<file path="src/rtl/spc_pkg.sv">
package spc_pkg;

  typedef enum logic [1:0] {
    LV_LOW  = 2'd0,
    LV_MID  = 2'd1,
    LV_HIGH = 2'd2
  } lvl_e;

  // top flag dominates, mid flag alone gives mid, neither gives low
  function automatic lvl_e level_of(input logic mid_flag, input logic high_flag);
    if (high_flag)     return LV_HIGH;
    else if (mid_flag) return LV_MID;
    else               return LV_LOW;
  endfunction

  // a dwell count satisfies a limit when it has reached it
  function automatic logic meets(input int unsigned count, input int unsigned limit);
    return count >= limit;
  endfunction

  function automatic int unsigned max3(input int unsigned a, input int unsigned b,
                                       input int unsigned c);
    int unsigned m;
    m = (a > b) ? a : b;
    return (m > c) ? m : c;
  endfunction

endpackage

</file>
<file path="src/rtl/spc_level_dec.sv">
module spc_level_dec
  import spc_pkg::*;
(
  input  logic above_mid,
  input  logic above_high,
  output lvl_e lvl
);

  always_comb lvl = level_of(above_mid, above_high);

endmodule

</file>
<file path="src/rtl/spc_dwell_cnt.sv">
module spc_dwell_cnt #(
  parameter int unsigned MAXV = 16,
  localparam int unsigned W = $clog2(MAXV + 1)
) (
  input  logic         clk,
  input  logic         rst_n,
  input  logic         clr,
  input  logic         load1,
  input  logic         inc,
  output logic [W-1:0] cnt
);

  localparam logic [W-1:0] TOP = W'(MAXV);

  always_ff @(posedge clk) begin
    if (!rst_n)                   cnt <= '0;
    else if (clr)                 cnt <= '0;
    else if (load1)               cnt <= W'(1);
    else if (inc && cnt != TOP)   cnt <= cnt + W'(1);
  end

endmodule

</file>
<file path="src/rtl/spc_excursion.sv">
module spc_excursion
  import spc_pkg::*;
(
  input  logic clk,
  input  logic rst_n,
  input  lvl_e lvl,
  input  logic low_ok,
  output logic in_exc,
  output lvl_e peak,
  output logic seq_ok,
  output logic exc_start,
  output logic peak_rise,
  output logic pulse_end
);

  always_comb begin
    exc_start = (lvl != LV_LOW) && !in_exc;
    peak_rise = in_exc && (lvl > peak);
    pulse_end = in_exc && (lvl == LV_LOW);
  end

  always_ff @(posedge clk) begin
    if (!rst_n) begin
      in_exc <= 1'b0;
      peak   <= LV_LOW;
      seq_ok <= 1'b0;
    end else if (exc_start) begin
      in_exc <= 1'b1;
      peak   <= lvl;
      seq_ok <= low_ok;
    end else if (pulse_end) begin
      in_exc <= 1'b0;
      peak   <= LV_LOW;
    end else if (peak_rise) begin
      peak   <= lvl;
    end
  end

endmodule

</file>
<file path="src/rtl/spc_classify.sv">
module spc_classify
  import spc_pkg::*;
#(
  parameter int unsigned MIN_ACT_TICKS  = 8,
  parameter int unsigned MIN_BLOW_TICKS = 16,
  parameter int unsigned W              = 5
) (
  input  logic         clk,
  input  logic         rst_n,
  input  logic         pulse_end,
  input  lvl_e         peak,
  input  logic         seq_ok,
  input  logic [W-1:0] act_cnt,
  output logic         mid_evt,
  output logic         high_evt,
  output logic         blow_evt,
  output logic         err_evt
);

  logic good, long_hi;

  always_comb begin
    good    = seq_ok && meets(32'(act_cnt), MIN_ACT_TICKS);
    long_hi = meets(32'(act_cnt), MIN_BLOW_TICKS);
  end

  always_ff @(posedge clk) begin
    if (!rst_n) begin
      mid_evt  <= 1'b0;
      high_evt <= 1'b0;
      blow_evt <= 1'b0;
      err_evt  <= 1'b0;
    end else begin
      mid_evt  <= pulse_end && good && (peak == LV_MID);
      high_evt <= pulse_end && good && (peak == LV_HIGH);
      blow_evt <= pulse_end && good && (peak == LV_HIGH) && long_hi;
      err_evt  <= pulse_end && !good;
    end
  end

endmodule

</file>
<file path="src/rtl/supply_pulse_classifier.sv">
module supply_pulse_classifier
  import spc_pkg::*;
#(
  parameter int unsigned MIN_LOW_TICKS  = 8,
  parameter int unsigned MIN_ACT_TICKS  = 8,
  parameter int unsigned MIN_BLOW_TICKS = 16
) (
  input  logic clk,
  input  logic rst_n,
  input  logic above_mid,
  input  logic above_high,
  output logic mid_evt,
  output logic high_evt,
  output logic blow_evt,
  output logic err_evt
);

  localparam int unsigned CNT_MAX = max3(MIN_LOW_TICKS, MIN_ACT_TICKS, MIN_BLOW_TICKS);
  localparam int unsigned CNT_W   = $clog2(CNT_MAX + 1);

  lvl_e             lvl;
  lvl_e             peak_lvl;
  logic             in_exc, seq_ok, exc_start, peak_rise, pulse_end;
  logic             low_ok;
  logic [CNT_W-1:0] low_cnt, act_cnt;
  logic             at_low, at_peak;

  spc_level_dec u_dec (
    .above_mid (above_mid),
    .above_high(above_high),
    .lvl       (lvl)
  );

  always_comb begin
    at_low  = (lvl == LV_LOW);
    at_peak = in_exc && (lvl == peak_lvl) && !peak_rise;
    low_ok  = meets(32'(low_cnt), MIN_LOW_TICKS);
  end

  // consecutive low samples
  spc_dwell_cnt #(.MAXV(CNT_MAX)) u_low_cnt (
    .clk  (clk),
    .rst_n(rst_n),
    .clr  (!at_low),
    .load1(1'b0),
    .inc  (at_low),
    .cnt  (low_cnt)
  );

  // samples at the current peak level
  spc_dwell_cnt #(.MAXV(CNT_MAX)) u_act_cnt (
    .clk  (clk),
    .rst_n(rst_n),
    .clr  (at_low),
    .load1(exc_start || peak_rise),
    .inc  (at_peak),
    .cnt  (act_cnt)
  );

  spc_excursion u_exc (
    .clk      (clk),
    .rst_n    (rst_n),
    .lvl      (lvl),
    .low_ok   (low_ok),
    .in_exc   (in_exc),
    .peak     (peak_lvl),
    .seq_ok   (seq_ok),
    .exc_start(exc_start),
    .peak_rise(peak_rise),
    .pulse_end(pulse_end)
  );

  spc_classify #(
    .MIN_ACT_TICKS (MIN_ACT_TICKS),
    .MIN_BLOW_TICKS(MIN_BLOW_TICKS),
    .W             (CNT_W)
  ) u_cls (
    .clk      (clk),
    .rst_n    (rst_n),
    .pulse_end(pulse_end),
    .peak     (peak_lvl),
    .seq_ok   (seq_ok),
    .act_cnt  (act_cnt),
    .mid_evt  (mid_evt),
    .high_evt (high_evt),
    .blow_evt (blow_evt),
    .err_evt  (err_evt)
  );

endmodule

</file>
<file path="config.mk">
export PLATFORM = sky130hd
export DESIGN_NAME = supply_pulse_classifier
export DESIGN_NICKNAME = d
export VERILOG_FILES = /design/src/rtl/spc_pkg.sv /design/src/rtl/spc_level_dec.sv /design/src/rtl/spc_dwell_cnt.sv /design/src/rtl/spc_excursion.sv /design/src/rtl/spc_classify.sv /design/src/rtl/supply_pulse_classifier.sv
export SDC_FILE = /design/constraint.sdc
export NUM_CORES = 1
export LEC_CHECK = 0
export ABC_AREA = 1
export BUFFER_PORTS_ARGS = -buffer_cell sky130_fd_sc_hd__buf_4
export CORE_ASPECT_RATIO = 0.75
export CORE_MARGIN = 3
export CORE_UTILIZATION = 40
export CTS_BUF_LIST = sky130_fd_sc_hd__clkbuf_16
export CTS_CLUSTER_DIAMETER = 120
export DETAILED_ROUTE_END_ITERATION = 12
export HOLD_SLACK_MARGIN = 0.15
export PLACE_DENSITY = 0.62
export SLEW_MARGIN = 30
export SYNTH_ARGS = -nofsm -noshare
export SYNTH_HDL_FRONTEND = slang
export SYNTH_SLANG_ARGS = --single-unit
</file>
<file path="constraint.sdc">
create_clock -name clk -period 3 [get_ports clk]
set_input_delay 0.3 -clock clk [delete_from_list [all_inputs] [get_ports clk]]
set_output_delay 0.3 -clock clk [all_outputs]
set_load 0.01 [all_outputs]
</file>
==> impl_metrics.tcl, run 1 <==
set metrics [dict create \
    ys_types 21 \
    synth_most_common_cell "nand2_1" \
    wl_per_cell_um 9.802 \
    cpPeakStageDelay_ps 320 \
    critical_path_buf_inv_count 1 \
    rrSetupSlack_ps 1560 \
    cts_sinks 18 \
    fmax_mhz 694.3 \
    fin_skew_ps 5.153 \
    dieHeight_um 48.59 \
    min_to "u_act_cnt.cnt[0]$_SDFFE_PP0P_" \
    syn_nets 147 \
    hpwl_um 1396 \
    holdPathStages 3 \
    remaining_drc_errors 0 \
    cts_hold_buf 0 \
    netlist_area_um2 967.2 \
    cts.path.max_buffers 2 \
    ir_drop_mv 0.2632 \
    synth_edf_count 0 \
    arrival_ps 1610 \
    async_reset_ff_share_pct 0 \
    clkPwrFrac_pct 41.1 \
    slew_viol_final 0 \
    p_sw_share_pct 25.74 \
    antenna_found_initial 0 \
    path_cells "inv_1 > ha_1 > nand2_1 > nand2_1 > nand2_2 > nand4_1 > a21oi_1" \
    path_common_cell "nand2_1" \
    drive_above_1_share_pct 15.17 \
    core_um2 2137 \
    clk_pin_slew_ps 50 \
    path_class "flop to flop" \
    routed_wl_um 1735 \
    min_from "rst_n" \
    crit_required_ps 3170 \
    cts_max_level 1 \
    finalCritPeriodShare_pct 48.01 \
    drtIter0Drc 41 \
    gr-total-overflow 0 \
    reg2reg_depth 7 \
    die-area_um2 3050 \
    p_leak_nw 0.5248 \
    grt_max_degree 10 \
    synthTopCellsByArea "dfxtp_1, nand2_1, ha_1" \
    cp-start-kind "flop" \
    dr.pass1.iters 4 \
    comb_power_share_pct 16.9 \
    postSynthCellCount 135 \
    place_congestion 0.7988 \
    hp-class "input port to flop" \
    nets 159 \
    min_period_ps 1440 \
    num_io_pins 8 \
    cts_tree "yes" \
    synth_seq_cells 18 \
    synth_common_cells "nand2_1, inv_1, dfxtp_1" \
    grt_pass1_wl_um 3070 \
    placed_area_um2 1060 \
    postCtsSetupRepairBufs 0 \
    slowest_stage "dfxtp_1" \
    seqPwrFrac_pct 41.9 \
    cts_resized 0 \
    seq_area_frac_synth_pct 37.26 \
    internal_power_mw 0.4660 \
    initial_utilization_pct 45.26 \
    worst_pin_slew_ps 226.8 \
    r2r-end "u_act_cnt.cnt[2]$_SDFFE_PP0P_" \
    yosys_warnings 0 \
    cts-root-buf "clkbuf_16" \
    yosysTopAreaCell "dfxtp_1" \
    status "finished, final reports clean" \
    net-switching-power_mw 0.1615 \
    final_area_um2 1135 \
    syn_to_final_growth_pct 17.34 \
    netlist.area_leader.share_pct 37.26 \
    ys.flop_type "dfxtp_1" \
    die_x_um 62.78 \
    setup_tns_ps 0 \
    critPathCaptureType "flop" \
    slew_headroom_pct 84.83 \
    crit_family "simple AND/OR/NAND/NOR gates" \
    cp_max_fo 5 \
    gr-usage-all-layers_pct 12.40 \
    num_vias 812 \
    ant_nets 0 \
    detail_route.vias_per_cell 4.588 \
    rows 14 \
    grt_pass1_vias 727 \
    synth.avg_cell_area_um2 7.164 \
    setup_viol 0 \
    cts_buffers 3 \
    p_per_area_nw_per_um2 553.0 \
    diodes 0 \
    rsz0062_at_grt "no" \
    clock_latency_ps 250 \
    cap_violations 0 \
    port_buffers 7 \
    worstReg2RegStart "u_exc.peak[1]$_SDFFE_PN0P_" \
    hold_violations 0 \
]
## state kept, by name (all words and copies together) (netlist names)
register	flops
u_cls.mid_evt	1
u_act_cnt.cnt	5
u_exc.peak	2
u_cls.high_evt	1
u_exc.in_exc	1
u_exc.seq_ok	1
u_low_cnt.cnt	5
u_cls.err_evt	1
u_cls.blow_evt	1
## worst reg2reg max path: stages, from the launching register on
cell and delay, ps:
dfxtp_1 320, inv_1 80, ha_1 320, nand2_1 80
nand2_1 60, nand2_2 110, nand4_1 210, a21oi_1 180
## metal layers
layer / wire (µm) / up-vias / GRT usage [%] / part of all wire [%]
met4: 11 / 0 / 3.297 / 0.63
met5: 0 / - / 0 / 0
met3: 60 / 2 / 4.167 / 3.5
li1: - / 447 / - / -
met1: 965 / 351 / 16.92 / 56
met2: 697 / 12 / 18.58 / 40
## worst max path at each step
| stage | start | endpoint | slack [ps] | cells after the start |
|---|---|---|---|---|
| after floorplan | above_high | u_act_cnt.cnt[3]$_SDFFE_PP0P_ | 1710 | 8 |
| after global placement | above_high | u_act_cnt.cnt[4]$_SDFFE_PP0P_ | 1510 | 10 |
| after detailed placement | above_high | u_act_cnt.cnt[3]$_SDFFE_PP0P_ | 1480 | 9 |
| after CTS | u_exc.peak[1]$_SDFFE_PN0P_ | u_act_cnt.cnt[2]$_SDFFE_PP0P_ | 1560 | 7 |
| after global routing | u_exc.peak[1]$_SDFFE_PN0P_ | u_act_cnt.cnt[2]$_SDFFE_PP0P_ | 1450 | 7 |
| final | u_exc.peak[1]$_SDFFE_PN0P_ | u_act_cnt.cnt[2]$_SDFFE_PP0P_ | 1560 | 7 |
## metrics by stage
| stage | util, % | hold WS (ps) | setup WS, ps | cells | power (mW) |
|---|---|---|---|---|---|
| finish | 53.10 | 329.1 | 1560 | 177 | 0.6275 |
| detailed placement | 49.59 | 484.4 | 1480 | 174 | 0.3729 |
| global route | 53.10 | 334.3 | 1448 | 177 | 0.6636 |
| CTS | 53.10 | 326.3 | 1561 | 177 | 0.6316 |
| global placement | 49.59 | 472.1 | 1506 | 174 | 0.3742 |
| floorplan | - | 421.3 | 1713 | 135 | 0.3477 |
## cells in the final DEF, fill, tap and decap left out
cell | synthesis | final
or2_0 | 1 | 1
clkbuf_16 | 0 | 3
o21a_1 | 1 | 1
dfxtp_1 | 18 | 18
nand2_1 | 32 | 32
nand4_1 | 6 | 6
nand3_2 | 1 | 1
nand3_1 | 4 | 4
a21oi_2 | 2 | 2
nand2_2 | 3 | 3
inv_1 | 21 | 21
xor2_1 | 2 | 2
a21oi_1 | 8 | 8
nand2_4 | 1 | 1
nor3_1 | 3 | 3
o21ai_0 | 4 | 4
ha_1 | 8 | 8
nor2_4 | 1 | 1
o21ai_1 | 1 | 1
inv_2 | 4 | 4
buf_4 | 0 | 7
nor2_1 | 13 | 13
a31oi_1 | 1 | 1
## power groups by stage
| stage | Sequential [mW] | Combinational, mW | Clock (mW) |
|---|---|---|---|
| global route | 0.265 | 0.120 | 0.278 |
| CTS | 0.263 | 0.106 | 0.263 |
| detailed placement | 0.268 | 0.105 | 0 |
| global placement | 0.268 | 0.107 | 0 |
| floorplan | 0.265 | 0.0830 | 0 |
| finish | 0.263 | 0.106 | 0.258 |
## cell type report
cell class	count	area [µm²]
tap	32	40.04
multi-input combinational	92	513.0
fill	220	1002
timing repair buffer	7	52.55
inverter	25	93.84
clock buffer	3	75.07
sequential	18	360.3
## cells by family (layout without fill, tap and decap cells)
logic type,count (synthesis),in the layout,share of synthesized area (%)
flops,18,18,37.26
simple gates,65,65,30.92
buf+inv,25,35,9.702
fa+ha+maj,8,8,10.35
xor+xnor,2,2,1.811
compound gates,17,17,9.962
Note: power is estimated with default switching activity, not from simulation.
==> inputs of run 2 (changes only) <==
PLACE_DENSITY = 0.64   (was 0.62)
clock period = 1.3 ns   (was 3 ns; I/O delays follow)
==> run 2 against run 1 <==
  * The run now ends with setup timing left
  * Sequential share of layout area is 2.8 points lower
  * Wire length is 23% higher
  * Critical path depth is 1 higher
  * Flip-flop and latch count stayed put
  * Setup slack worse by 1600 ps
  * Combinational power grew to 3.2 times the previous value
  * Maximum frequency is 9.7% higher
  * Sequential power is 130% higher
  * Count of clock-buffer cells in the layout stayed put
  * Via count is 10% higher
  * Non-clock buffer count is 9 higher
==> impl_metrics.tcl, run 2 (synthesized netlist as in run 1, its figures left out) <==
set metrics [dict create \
    slew_headroom_pct 85.77 \
    rows 14 \
    die_x_um 62.78 \
    drive_above_1_share_pct 25.81 \
    arrival_ps 1500 \
    cp-start-kind "flop" \
    instances_no_fill 187 \
    cap_violations 0 \
    worst_pin_slew_ps 213.2 \
    fmax_mhz 761.8 \
    dr.pass1.iters 4 \
    rrSetupSlack_ps -10 \
    grt_pass1_wl_um 3615 \
    cts_tree "yes" \
    critical_path_buf_inv_count 2 \
    num_vias 896 \
    gr-usage-all-layers_pct 15.06 \
    finalCritPeriodShare_pct 101.0 \
    final_cell_mix "nand2_1, inv_1, dfxtp_1" \
    path_class "flop to flop" \
    top_regs "u_act_cnt.cnt (5), u_low_cnt.cnt (5), u_exc.peak (2)" \
    place_congestion 0.8524 \
    crit_family "flip-flops" \
    antenna_found_initial 0 \
    fin_skew_ps 0.5563 \
    slowest_stage "dfxtp_2" \
    crit_required_ps 1490 \
    remaining_drc_errors 0 \
    core_um2 2137 \
    min_period_ps 1313 \
    ant_nets 0 \
    clock_latency_ps 250 \
    setup_ws_ps -12.75 \
    wl_per_cell_um 11.40 \
    die-area_um2 3050 \
    cp_max_fo 4 \
    violations "setup timing" \
    hold_violations 0 \
    rsz0062_at_grt "yes" \
    gr-total-overflow 0 \
    num_io_pins 8 \
    path_cells "inv_4 > ha_4 > a21oi_2 > nand2_2 > buf_6 > nand4_1 > nand2_1 > nor2_1" \
    final_common_cell "nand2_1" \
    nets 168 \
    post-place-cells 182 \
    p_per_area_nw_per_um2 1254 \
    slew_viol_final 0 \
    ir_drop_mv 0.9375 \
    cts.path.max_buffers 2 \
    p_leak_nw 0.5732 \
    grt_max_degree 11 \
    setup_viol 2 \
    cpPeakStageDelay_ps 350 \
    cts_max_level 1 \
    holdWs_ps 167.8 \
    hp-class "input port to flop" \
    cts_sinks 18 \
    clk_pin_slew_ps 50 \
    syn_to_final_growth_pct 29.50 \
    total_power_mw 1.571 \
    initial_utilization_pct 45.26 \
    cts_buffers 3 \
    drtIter0Drc 58 \
    detail_route.vias_per_cell 4.791 \
    status "finished, violations left" \
    hpwl_um 1599 \
    routed_wl_um 2132 \
    critPathCaptureType "flop" \
    cts-root-buf "clkbuf_16" \
    grt_pass1_vias 792 \
    fillers 203 \
    place_ws_ps -74.68 \
    setup_tns_ps -18.87 \
    dieHeight_um 48.59 \
    diodes 0 \
    port_buffers 7 \
]
run 2: cell count changes in the layout (fill, tap and decap cells not counted), moves of 2 or more:
cell	before	now
buf_4	7	15
ha_4	0	2
dfxtp_1	18	16
inv_1	21	19
nand2_1	32	29
dfxtp_2	0	2
ha_1	8	6
nand2_2	3	5
run 2: power by group:
part,leakage (nW),internal [mW],switching (mW),total [mW]
clock,0.0385,0.409,0.211,0.621
combinational,0.388,0.149,0.193,0.342
sequential,0.147,0.582,0.0260,0.608
total,0.573,1.14,0.430,1.57
run 2: metal layers:
metal	routed length (µm)	global-route usage, %
met4	17	4.029
met2	942	22.12
met1	1042	20.06
met3	130	6.481
met5	0	0
run 2: final timing paths:
| kind | startpoint | cells after the start | endpoint |
|---|---|---|---|
| max | u_exc.peak[1]$_SDFFE_PN0P_ | 8 | u_exc.peak[0]$_SDFFE_PN0P_ |
| min | rst_n | 3 | u_exc.peak[0]$_SDFFE_PN0P_ |
| max reg2reg | u_exc.peak[1]$_SDFFE_PN0P_ | 8 | u_exc.peak[0]$_SDFFE_PN0P_ |
| min reg2reg | u_low_cnt.cnt[1]$_SDFFE_PN0P_ | 2 | u_low_cnt.cnt[1]$_SDFFE_PN0P_ |
run 2: tightest hold or removal path, cell delays in order:
cell and delay (ps):
buf_4 140, nand2_1 60, nor2_1 40
run 2: final cells by class:
type / instances / area [µm²] / share of cell area [%]
Clock inverter: 1 / 3.754 / 0.2997
Sequential cell: 18 / 362.8 / 28.97
Clock buffer: 3 / 75.07 / 5.994
Tap cell: 32 / 40.04 / 3.197
Multi-Input combinational cell: 92 / 550.5 / 43.96
Inverter: 25 / 96.34 / 7.692
Timing Repair Buffer: 16 / 123.9 / 9.890
run 2: stage by stage:
stage / instance area [µm²] / utilization, %
global route: 1252 / 58.61
global placement: 1120 / 52.40
floorplan: 967.2 / -
finish: 1252 / 58.61
CTS: 1225 / 57.32
detailed placement: 1120 / 52.40
run 2: timing repair:
action | in CTS | in global routing
buffers inserted | 0 | 1
pin swaps | 1 | 5
resized for setup | 4 | 9
hold buffers | 0 | 0
cloned | 0 | 0
setup endpoints to repair | 7 | 11
